<file path="config.mk">
export PLATFORM = sky130hd
export DESIGN_NAME = psw_reg
export DESIGN_NICKNAME = d
export VERILOG_FILES = /design/src/rtl/psw_pkg.sv /design/src/rtl/psw_flag_gen.sv /design/src/rtl/psw_ctrl_bits.sv /design/src/rtl/psw_branch_cond.sv /design/src/rtl/psw_reg.sv
export SDC_FILE = /design/constraint.sdc
export NUM_CORES = 1
export LEC_CHECK = 0
export ABC_AREA = 0
export BUFFER_PORTS_ARGS = -buffer_cell sky130_fd_sc_hd__buf_4
export CAP_MARGIN = 15
export CORE_AREA = 5 5 42 44
export DETAILED_ROUTE_END_ITERATION = 16
export DIE_AREA = 0 0 47 49
export PLACE_DENSITY = 0.62
export SETUP_SLACK_MARGIN = 0.15
export SLEW_MARGIN = 20
export SYNTH_ARGS = -nofsm -noshare
export SYNTH_HDL_FRONTEND = slang
export SYNTH_SLANG_ARGS = --single-unit
</file>
<file path="constraint.sdc">
create_clock -name clk -period 1.8 [get_ports clk]
set_input_delay 0.36 -clock clk [delete_from_list [all_inputs] [get_ports clk]]
set_output_delay 0.36 -clock clk [all_outputs]
set_load 0.02 [all_outputs]
</file>
<file path="src/rtl/psw_pkg.sv">
// Package: shared bit positions and the packed status word type.
// Assumes a 7-bit word; the positions are decoded by the branch logic
// and by software, so they must not move.
package psw_pkg;
    localparam int PSW_W   = 7;
    localparam int FLAG_W  = 5;
    localparam int POS_Z   = 0;
    localparam int POS_S   = 1;
    localparam int POS_C   = 2;
    localparam int POS_E   = 3;
    localparam int POS_V   = 4;
    localparam int POS_IE  = 5;
    localparam int POS_SUP = 6;

    typedef struct packed {
        logic sup;
        logic ie;
        logic v;
        logic e;
        logic c;
        logic s;
        logic z;
    } psw_t;

    localparam psw_t PSW_RESET = '{sup: 1'b1, default: 1'b0};
endpackage

</file>
<file path="src/rtl/psw_flag_gen.sv">
// psw_flag_gen: computes the next condition flags from the current ones
// and the execution-stage indications. Purely combinational.
// Assumes DATA_W >= 2 and that cur_flags uses the package bit order.
module psw_flag_gen #(
    parameter int DATA_W = 16
) (
    input  logic                        upd_en,
    input  logic [DATA_W-1:0]           alu_result,
    input  logic                        alu_carry,
    input  logic                        alu_ovf,
    input  logic                        cmp_op,
    input  logic                        cmp_eq,
    input  logic [psw_pkg::FLAG_W-1:0]  cur_flags,
    output logic [psw_pkg::FLAG_W-1:0]  nxt_flags
);
    import psw_pkg::*;

    localparam int SIGN_POS = DATA_W - 1;

    logic res_zero;

    // Zero detection over the full result width.
    always_comb begin
        res_zero = (alu_result == '0);
    end

    // Select captured or held value for each flag.
    always_comb begin
        nxt_flags = cur_flags;
        if (upd_en) begin
            nxt_flags[POS_Z] = res_zero;
            nxt_flags[POS_S] = alu_result[SIGN_POS];
            nxt_flags[POS_C] = alu_carry;
            nxt_flags[POS_V] = alu_ovf;
            if (cmp_op) begin
                nxt_flags[POS_E] = cmp_eq;
            end
        end
    end
endmodule

</file>
<file path="src/rtl/psw_ctrl_bits.sv">
// psw_ctrl_bits: interrupt-enable and supervisor bits behind a privilege
// gate. A write is accepted only while the stored supervisor bit is 1.
// Assumes the synchronous active-low reset of the surrounding block.
module psw_ctrl_bits (
    input  logic clk,
    input  logic rst_n,
    input  logic priv_wr,
    input  logic priv_ie,
    input  logic priv_sup,
    output logic ie_q,
    output logic sup_q
);
    logic wr_ok;

    // Gate the write with the current privilege level.
    always_comb begin
        wr_ok = priv_wr & sup_q;
    end

    // Hold the control bits; reset enters supervisor mode with interrupts off.
    always_ff @(posedge clk) begin
        if (!rst_n) begin
            ie_q  <= 1'b0;
            sup_q <= 1'b1;
        end else if (wr_ok) begin
            ie_q  <= priv_ie;
            sup_q <= priv_sup;
        end
    end

    AST_PRIV_LOAD: assert property (@(posedge clk) disable iff (!rst_n)
        (priv_wr && sup_q) |=> (ie_q == $past(priv_ie)) && (sup_q == $past(priv_sup)));

    AST_USER_LOCKED: assert property (@(posedge clk) disable iff (!rst_n)
        (!sup_q) |=> ($stable(ie_q) && !sup_q));
endmodule

</file>
<file path="src/rtl/psw_branch_cond.sv">
// psw_branch_cond: derives the branch-condition helpers from the stored
// zero and sign flags. Combinational, no state.
module psw_branch_cond (
    input  logic flag_z,
    input  logic flag_s,
    output logic br_zero,
    output logic br_nonzero,
    output logic br_le_zero,
    output logic br_gt_zero
);
    // Map the flags onto the four tests offered to the sequencer.
    always_comb begin
        br_zero    = flag_z;
        br_nonzero = ~flag_z;
        br_le_zero = flag_z | flag_s;
        br_gt_zero = ~(flag_z | flag_s);
    end
endmodule

</file>
<file path="src/rtl/psw_reg.sv">
// psw_reg: processor status word. Registers the five condition flags on
// each update strobe, holds the privileged control bits and drives the
// packed word and branch helpers. Assumes synchronous active-low reset.
module psw_reg #(
    parameter int DATA_W = 16
) (
    input  logic              clk,
    input  logic              rst_n,
    input  logic              upd_en,
    input  logic [DATA_W-1:0] alu_result,
    input  logic              alu_carry,
    input  logic              alu_ovf,
    input  logic              cmp_op,
    input  logic              cmp_eq,
    input  logic              priv_wr,
    input  logic              priv_ie,
    input  logic              priv_sup,
    output logic [6:0]        status_word,
    output logic              irq_enable,
    output logic              supervisor,
    output logic              br_zero,
    output logic              br_nonzero,
    output logic              br_le_zero,
    output logic              br_gt_zero
);
    import psw_pkg::*;

    logic [FLAG_W-1:0] flags_q;
    logic [FLAG_W-1:0] flags_d;
    logic              ie_q;
    logic              sup_q;
    psw_t              word;

    psw_flag_gen #(
        .DATA_W(DATA_W)
    ) u_flag_gen (
        .upd_en    (upd_en),
        .alu_result(alu_result),
        .alu_carry (alu_carry),
        .alu_ovf   (alu_ovf),
        .cmp_op    (cmp_op),
        .cmp_eq    (cmp_eq),
        .cur_flags (flags_q),
        .nxt_flags (flags_d)
    );

    // Condition flag storage.
    always_ff @(posedge clk) begin
        if (!rst_n) begin
            flags_q <= '0;
        end else begin
            flags_q <= flags_d;
        end
    end

    psw_ctrl_bits u_ctrl (
        .clk     (clk),
        .rst_n   (rst_n),
        .priv_wr (priv_wr),
        .priv_ie (priv_ie),
        .priv_sup(priv_sup),
        .ie_q    (ie_q),
        .sup_q   (sup_q)
    );

    psw_branch_cond u_branch (
        .flag_z    (flags_q[POS_Z]),
        .flag_s    (flags_q[POS_S]),
        .br_zero   (br_zero),
        .br_nonzero(br_nonzero),
        .br_le_zero(br_le_zero),
        .br_gt_zero(br_gt_zero)
    );

    // Pack the word in the fixed bit order.
    always_comb begin
        word.z   = flags_q[POS_Z];
        word.s   = flags_q[POS_S];
        word.c   = flags_q[POS_C];
        word.e   = flags_q[POS_E];
        word.v   = flags_q[POS_V];
        word.ie  = ie_q;
        word.sup = sup_q;
    end

    assign status_word = word;
    assign irq_enable  = ie_q;
    assign supervisor  = sup_q;

    AST_ZERO_CAPTURE: assert property (@(posedge clk) disable iff (!rst_n)
        upd_en |=> (br_zero == ($past(alu_result) == '0)));

    AST_SIGN_CAPTURE: assert property (@(posedge clk) disable iff (!rst_n)
        upd_en |=> (status_word[1] == $past(alu_result[DATA_W-1])));

    AST_FLAGS_HOLD: assert property (@(posedge clk) disable iff (!rst_n)
        !upd_en |=> $stable(status_word[4:0]));

    AST_EQUAL_HOLD: assert property (@(posedge clk) disable iff (!rst_n)
        (upd_en && !cmp_op) |=> $stable(status_word[3]));

    AST_GT_EXCLUDES_LE: assert property (@(posedge clk) disable iff (!rst_n)
        br_gt_zero |-> (!status_word[0] && !status_word[1] && !br_le_zero));
endmodule

</file>
After elaboration in Yosys (flattened, before gate mapping)
Index checks and enable logic that the tools add are counted.
{"block": "totals", "elab_cells": 10, "register_bits": 7, "out_inout_bits": 13, "inputBits": 26}
{"block": "op_classes", "reduce_logical": 2, "n_bitwise": 4}
{"op": "zero test 16 bit", "n": 1}
{"op": "inverter 1 bit", "n": 2}
{"op": "AND reduction 2 bit", "n": 1}
{"op": "AND 1 bit", "n": 1}
{"op": "bitwise OR 1 bit", "n": 1}

Depth between registers and ports, before layout
Gate-level depths: netlist of the first run.
{"block": "logic_depth", "ltp_word": 2, "mapped_depth": 4, "ltp_nobuf": 3}

By module
Synthesis of the first run repeated with hierarchy kept, for this count alone.
{"block": "hier_totals", "cells_unflattened": 38, "area_unflattened_um2": 345.3}
{"module": "psw_reg", "cells_each": 12, "n_inst": 1, "seq_area_each_um2": 100.1, "area_per_inst_um2": 146.4}
{"module": "psw_flag_gen", "cells_each": 13, "n_inst": 1, "seq_area_each_um2": 0.0, "area_per_inst_um2": 101.3}
{"module": "psw_ctrl_bits", "cells_each": 9, "n_inst": 1, "seq_area_each_um2": 40.0, "area_per_inst_um2": 76.3}
{"module": "psw_branch_cond", "cells_each": 4, "n_inst": 1, "seq_area_each_um2": 0.0, "area_per_inst_um2": 21.3}

Worst setup path after synthesis of the first run
No wires, ideal clock.
{"block": "synth_timing", "kind": "register -> output", "start": "register flags_q[0]", "end": "output br_gt_zero", "path_slack_ns": 0.541, "stages_incl_launch_ff": 3, "arrival_ns": 0.899, "n_path_buf": 0, "required_ns": 1.440, "cell_sequence": "dfxtp_1 > or2_1 > inv_1"}
{"block": "synth_via", "elab_chain_len": 2}
{"element": "from (decl)", "line": "psw_reg.sv:28", "rtl": "logic [FLAG_W-1:0] flags_q;"}
{"element": "from (signal assigned)", "line": "psw_reg.sv:52", "rtl": "flags_q <= flags_d;"}
{"element": "bitwise OR 1 bit"}
{"element": "net br_le_zero", "line": "psw_reg.sv:23", "rtl": "output logic br_le_zero,"}
{"element": "inverter 1 bit", "line": "psw_branch_cond.sv:16", "rtl": "br_gt_zero = ~(flag_z | flag_s);"}
{"element": "to (decl)", "line": "psw_reg.sv:24", "rtl": "output logic br_gt_zero"}
The timed path passes the listed nets, and every way through them passes these cells.

Worst setup path in the final report of the first run
{"block": "layout_timing", "start": "register flags_q[0]", "end": "output br_gt_zero"}
{"block": "layout_via", "elab_chain_len": 2}
{"element": "bitwise OR 1 bit", "line": "psw_branch_cond.sv:16"}
{"element": "inverter 1 bit", "line": "psw_branch_cond.sv:16"}
Every way passes these cells.

==> run summary, run 1 <==
Full die area: 0.00230 mm^2
Fin cells: 93
TritonCTS clock tree: done
Max FO, Critical Path: 5
Port Buffers: 38
Setup TNS: 0 ps
Largest net degree at the start of global routing: 9
Mapped Nets: 66
Synthesized cell area: 353 um^2
Initial core utilization: 25.2%
Syn_area_per_cell: 8.82 um^2
CP cell instances: or2_1, inv_1, buf_4
Worst Setup End Kind: output port
Largest family of logic cells by synthesized area: simple AND/OR/NAND/NOR gates
Cells after Synth: 40
Final critical-path required period: 1360 ps
Share of cells above drive strength 1: 55.8%
CTS H-tree depth: 1
Initial antenna violation count: 0
Sink Count: 7
Adder-cell share of the synthesized area: 0%
Sw frac: 25.3%
Setup violators final: 0
Clock power frac: 34.6%
Post-synthesis sequential area ratio: 39.7%
RSZ-0062 raised after global routing: no
CP Data Required Time: 1440 ps
Post-route clock period utilization: 75.8%
Core ar.: 0.00140 mm^2
Global-route wire length before repair: 1470 um
Synth Area in Compound Gates: 9.22%
Clock transition at path regs: 50 ps
Fmax: 733 MHz
XOR/XNOR Fraction of Synth Area: 0%
PostCTS Resize Cnt: 0
Sequential power share: 40.7%
Slowest-stage cell, CP: dfxtp_1
DRC Markers: 0
Post-CTS Setup Bufs: 0
Top cell type by total area after synthesis: dfxtp_1
# rows: 14
Iter 0 DRT Violations: 0
Placed insts: 89
Area contributors post-synth: dfxtp_1 40%, mux2i_1 8.5%, buf_4 8.5%, nand2_1 6.4%, nor2b_1 5.3%
Type of the worst setup path: register to output port
Final Net Count: 104
Combinational Power Share: 24.7%
GP Congestion: 0.610
Clk Tree Root Cell: clkbuf_4
Synth-to-layout area growth: 84.0%
GRT overflow: 0
WL final: 1000 um
Vias in the first global route: 385
WL/cell: 10.8 um
Leakage power: 0.318 nW
CP arrival: 1000 ps
Clock latency on the worst-skew pair: 250 ps
Via count: 414
CTS max path bufs: 2
Mux cell area share after synthesis: 8.51%
Outcome: completed
Internal Pwr Total: 0.309 mW
Fillers: 154
HP Class: primary input to register
Num ports: 39
Startpoint class of the critical path: register
First-pass DRT Iterations: 1
GRT Total Usage: 9.11%
Yosys reg bits: 7
Max Cap Viol: 0
Die Y: 49 um
Peak supply drop: 0.352 mV
Library cells used by synthesis: 15
Post-DP HPWL: 849 um
Max-slew headroom: 83.8%
Worst-Margin Slew: 240 ps
Simple-Gate Fraction of Synth Area: 29.4%
Psw: 0.105 mW
Die Wd: 47 um
Clock skew: 0.0162 ps
Fin util: 46.3%
Num CTS Buffers: 3
Ant diodes: 0
# hold bufs at CTS: 0
Fin. Hold Viols: 0
Vias/cell: 4.45
Pwr/cell area: 637 mW/mm^2
Post-route ant nets: 0
Top cell type's share of synthesized area: 39.7%
Max stage delay on crit path: 330 ps
Slew Limit Fails: 0
Synth warn: 0
[power groups by stage]
stage	combinational [mW]	sequential, mW	clock, mW
floorplan	0.0350	0.179	0
global placement	0.103	0.172	0
detailed placement	0.104	0.172	0
CTS	0.104	0.169	0.153
global route	0.111	0.170	0.164
finish	0.102	0.168	0.143
[stage by stage]
stage	hold slack, ps	instance area [um^2]	worst slack [ps]	power, mW
floorplan	422	353	541	0.214
global route	303	649	356	0.445
finish	318	649	435	0.414
CTS	309	649	413	0.426
detailed placement	449	623	693	0.276
global placement	448	623	711	0.274
[path summary, 6_finish.rpt]
check	cells after the start	to	slack, ps	startpoint
max	3	br_gt_zero	440	flags_q[0]$_SDFFE_PN0P_
min	3	u_ctrl.sup_q$_SDFFE_PN1P_	320	priv_sup
max reg2reg	3	u_ctrl.ie_q$_SDFFE_PN0P_	1130	u_ctrl.sup_q$_SDFFE_PN1P_
min reg2reg	2	flags_q[3]$_SDFFE_PN0P_	450	flags_q[3]$_SDFFE_PN0P_
[cell type report]
| type | count | area, um^2 | area share (%) |
|---|---|---|---|
| tap | 16 | 20.0 | 3.08 |
| inverter | 3 | 11.3 | 1.73 |
| sequential | 7 | 140 | 21.6 |
| timing repair buffer | 38 | 285 | 43.9 |
| multi-input combinational | 25 | 166 | 25.6 |
| clock buffer | 4 | 26.3 | 4.05 |
[sequential cells by signal, summed over array words and instances (netlist names)]
name,cells
u_ctrl.sup_q,1
u_ctrl.ie_q,1
flags_q,5
[cells by family (layout without fill, tap and decap cells)]
logic type,count (synthesis),count (layout)
multiplexers,3,3
AO/OA/AOI/OAI,4,4
flip-flops,7,7
buffers and inverters,8,45
AND/OR/NAND/NOR,18,18
[metal layers]
metal,global-route usage (%),part of all wire [%],wire length [um]
met1,8.87,32,321
met2,14.7,51,507
met3,3.32,14,139
met4,6.91,3.1,31
met5,0,0,0
[synth_stat cells]
| library cell | number |
|---|---|
| nor4b_2 | 1 |
| inv_1 | 3 |
| nand2_1 | 6 |
| buf_4 | 4 |
| mux2i_1 | 3 |
| dfxtp_1 | 7 |
| o22ai_2 | 1 |
| nand3b_1 | 1 |
| o21ai_1 | 1 |
| nor2b_1 | 3 |
| nor4_1 | 3 |
| or2_1 | 1 |
| a21boi_1 | 2 |
| buf_2 | 1 |
| nand3_1 | 3 |
[cell usage in the layout, fill, tap and decap left out]
cell type  Yosys  layout
o21ai_1        1       1
a21boi_1       2       2
or2_1          1       1
mux2i_1        3       3
nor4_1         3       3
o22ai_2        1       1
nand3_1        3       3
clkbuf_4       0       3
nand2_1        6       6
inv_1          3       3
buf_4          4      38
nor4b_2        1       1
nor2b_1        3       3
dfxtp_1        7       7
clkbuf_1       0       1
nand3b_1       1       1
[worst max-delay path, delay by kind of cell, from the launching register on]
| kind | cells | cell delay (ps) |
|---|---|---|
| flip-flops | 1 | 330 |
| AND/OR/NAND/NOR | 1 | 240 |
| buffers and inverters | 2 | 180 |
Power figures use the tool's default switching activity.
==> run 2: changes to the inputs <==
--- a/config.mk
+++ b/config.mk
@@ -5,13 +5,13 @@
 export SDC_FILE = /design/constraint.sdc
 export NUM_CORES = 1
 export LEC_CHECK = 0
-export ABC_AREA = 0
+export ABC_AREA = 1
 export BUFFER_PORTS_ARGS = -buffer_cell sky130_fd_sc_hd__buf_4
 export CAP_MARGIN = 15
 export CORE_AREA = 5 5 42 44
 export DETAILED_ROUTE_END_ITERATION = 16
 export DIE_AREA = 0 0 47 49
-export PLACE_DENSITY = 0.62
+export PLACE_DENSITY = 0.61
 export SETUP_SLACK_MARGIN = 0.15
 export SLEW_MARGIN = 20
 export SYNTH_ARGS = -nofsm -noshare
==> constraint.sdc (replaced) <==
create_clock -name clk -period 1.3 [get_ports clk]
set_input_delay 0.26 -clock clk [delete_from_list [all_inputs] [get_ports clk]]
set_output_delay 0.26 -clock clk [all_outputs]
set_load 0.02 [all_outputs]
==> run 2 against run 1 <==
Final area up 1.7%. Core utilization grew 0.80 points. Global-route usage fell by 0.22 points. Cell count is 14% higher. Sequential cell count unchanged. Largest power group unchanged.
==> run summary, run 2 <==
Largest registers: flags_q x5, u_ctrl.ie_q x1, u_ctrl.sup_q x1
Initial core utilization: 24.5%
Leakage power: 0.343 nW
Full die area: 0.00230 mm^2
GP Congestion: 0.634
Iter 0 DRT Violations: 8
Combinational Power Share: 25.9%
Slowest-stage cell, CP: dfxtp_4
Syn_area_per_cell: 6.59 um^2
Mux cell area share after synthesis: 0%
Most common cell after layout, fill and taps aside: buf_4
Sequential power share: 40.5%
Sink Count: 7
Via count: 449
Max FO, Critical Path: 5
Synth top cells by count: 13 x nor2_1, 10 x nand2_1, 7 x dfxtp_1
Post-DP HPWL: 855 um
# rows: 14
Outcome: completed
Die Wd: 47 um
Largest family of logic cells by synthesized area: simple AND/OR/NAND/NOR gates
Setup TNS: 0 ps
Ant diodes: 0
XOR/XNOR Fraction of Synth Area: 0%
Post-synthesis sequential area ratio: 40.9%
Psw: 0.149 mW
Core ar.: 0.00140 mm^2
Max stage delay on crit path: 360 ps
Synth async-reset ratio: 0%
Post-route clock period utilization: 85.9%
Commonest cells after routing, fill and taps aside: 37 x buf_4, 12 x nor2_1, 10 x nand2_1
Top cell type by total area after synthesis: dfxtp_1
Cells after Synth: 52
GRT overflow: 0
Clock skew: 1.72 ps
Port Buffers: 38
Fin. Hold Viols: 0
WL final: 982 um
Peak supply drop: 0.445 mV
CP Data Required Time: 1040 ps
Share of cells above drive strength 1: 50.0%
Clk Tree Root Cell: clkbuf_4
Num ports: 39
Final Net Count: 117
Worst Setup End Kind: output port
Count leader, synth: nor2_1
Vias in the first global route: 399
CTS H-tree depth: 1
Pwr/cell area: 874 mW/mm^2
RSZ-0062 raised after global routing: yes
Mapped Nets: 78
EDFF count, synth: 0
Yosys reg bits: 7
HP Class: primary input to register
Sw frac: 25.8%
Worst-Margin Slew: 150 ps
GRT Total Usage: 8.89%
Clock latency on the worst-skew pair: 250 ps
WL/cell: 9.26 um
Slew Limit Fails: 0
Largest net degree at the start of global routing: 9
Placed insts: 102
Num CTS Buffers: 3
Synthesized cell area: 343 um^2
Biggest register: flags_q
Simple-Gate Fraction of Synth Area: 31.0%
Global-route wire length before repair: 1440 um
CTS max path bufs: 2
Fmax: 896 MHz
Max reg flops: 5
Synth-to-layout area growth: 92.7%
Top cell type's share of synthesized area: 40.9%
Max-slew headroom: 89.9%
Max Cap Viol: 0
Type of the worst setup path: register to output port
# hold bufs at CTS: 0
Library cells used by synthesis: 10
Setup violators final: 0
DRC Markers: 0
Clock power frac: 33.7%
Initial antenna violation count: 0
Startpoint class of the critical path: register
Final critical-path required period: 1120 ps
Synth warn: 0
Vias/cell: 4.24
CP cell instances: nor2_4, inv_1, buf_6
Post-CTS Setup Bufs: 0
R2R setup slack: 650 ps
Die Y: 49 um
Synth Area in Compound Gates: 12.8%
Synth Flop Type: dfxtp_1
Fin util: 47.1%
TritonCTS clock tree: done
First-pass DRT Iterations: 4
Adder-cell share of the synthesized area: 0%
Hold_ws: 206 ps
Clock transition at path regs: 50 ps
CP arrival: 860 ps
Post-route ant nets: 0
Internal Pwr Total: 0.428 mW
Area contributors post-synth: dfxtp_1 41%, nor2_1 14%, nand2_1 11%, buf_4 8.8%, inv_1 6.6%
Fin cells: 106
## run 2: changes by cell type after synthesis, sizes merged, moves of 2 or more
cell,change
o21ai,+3
nor4,-3
nand2,+4
nor2,+13
inv,+3
mux2i,-3
a21oi,+4
nor2b,-3
a21boi,-2
## run 2: cell type report
class	instances	area, um^2
Clock buffer	4	26.3
Fill cell	155	741
Inverter	6	22.5
Multi-Input combinational cell	35	158
Sequential cell	7	145
Tap cell	16	20.0
Timing Repair Buffer	38	289
## run 2: metrics by stage
| step | setup WS (ps) | cell area, um^2 | power (mW) |
|---|---|---|---|
| global placement | 404 | 621 | 0.385 |
| detailed placement | 386 | 621 | 0.387 |
| floorplan | 216 | 345 | 0.298 |
| global route | 134 | 661 | 0.613 |
| CTS | 152 | 659 | 0.589 |
| finish | 184 | 661 | 0.577 |
## run 2: cells by family (layout without fill, tap and decap cells)
family          count (synthesis)  count (layout)
simple gates                   27              27
compound gates                  8               8
buf+inv                        10              48
flops                           7               7
## run 2: metal layers
layer  track usage, %  wire (um)
met5                0          0
met4             6.91         14
met3             4.43        181
met2             11.5        411
met1             10.6        374
## run 2: worst paths after layout
check                           from                        end  cells past startpoint
max          flags_q[0]$_SDFFE_PN0P_                 br_le_zero                      3
min                            rst_n  u_ctrl.sup_q$_SDFFE_PN1P_                      2
max reg2reg  flags_q[1]$_SDFFE_PN0P_    flags_q[1]$_SDFFE_PN0P_                      2
min reg2reg  flags_q[3]$_SDFFE_PN0P_    flags_q[3]$_SDFFE_PN0P_                      2
## run 2: repair_timing
action | 4_1_cts | 5_1_grt
gates resized for setup | 4 | 1
endpoints found under the setup margin | 1 | 1
pin swaps | 1 | 0
endpoints found under the hold margin | 0 | 0
## run 2: worst max-delay path, delay by kind of cell (launching register included)
family,cells,cell delay (ps)
AND/OR/NAND/NOR,1,80
buffers and inverters,2,170
flip-flops,1,360
## run 2: power by group through the flow
stage	clock network, mW	registers, mW	logic (mW)
2_1_floorplan	0	0.250	0.0482
3_3_place_gp	0	0.239	0.146
3_5_place_dp	0	0.239	0.147
4_1_cts	0.204	0.234	0.151
5_1_grt	0.215	0.235	0.163
6_report	0.194	0.234	0.149
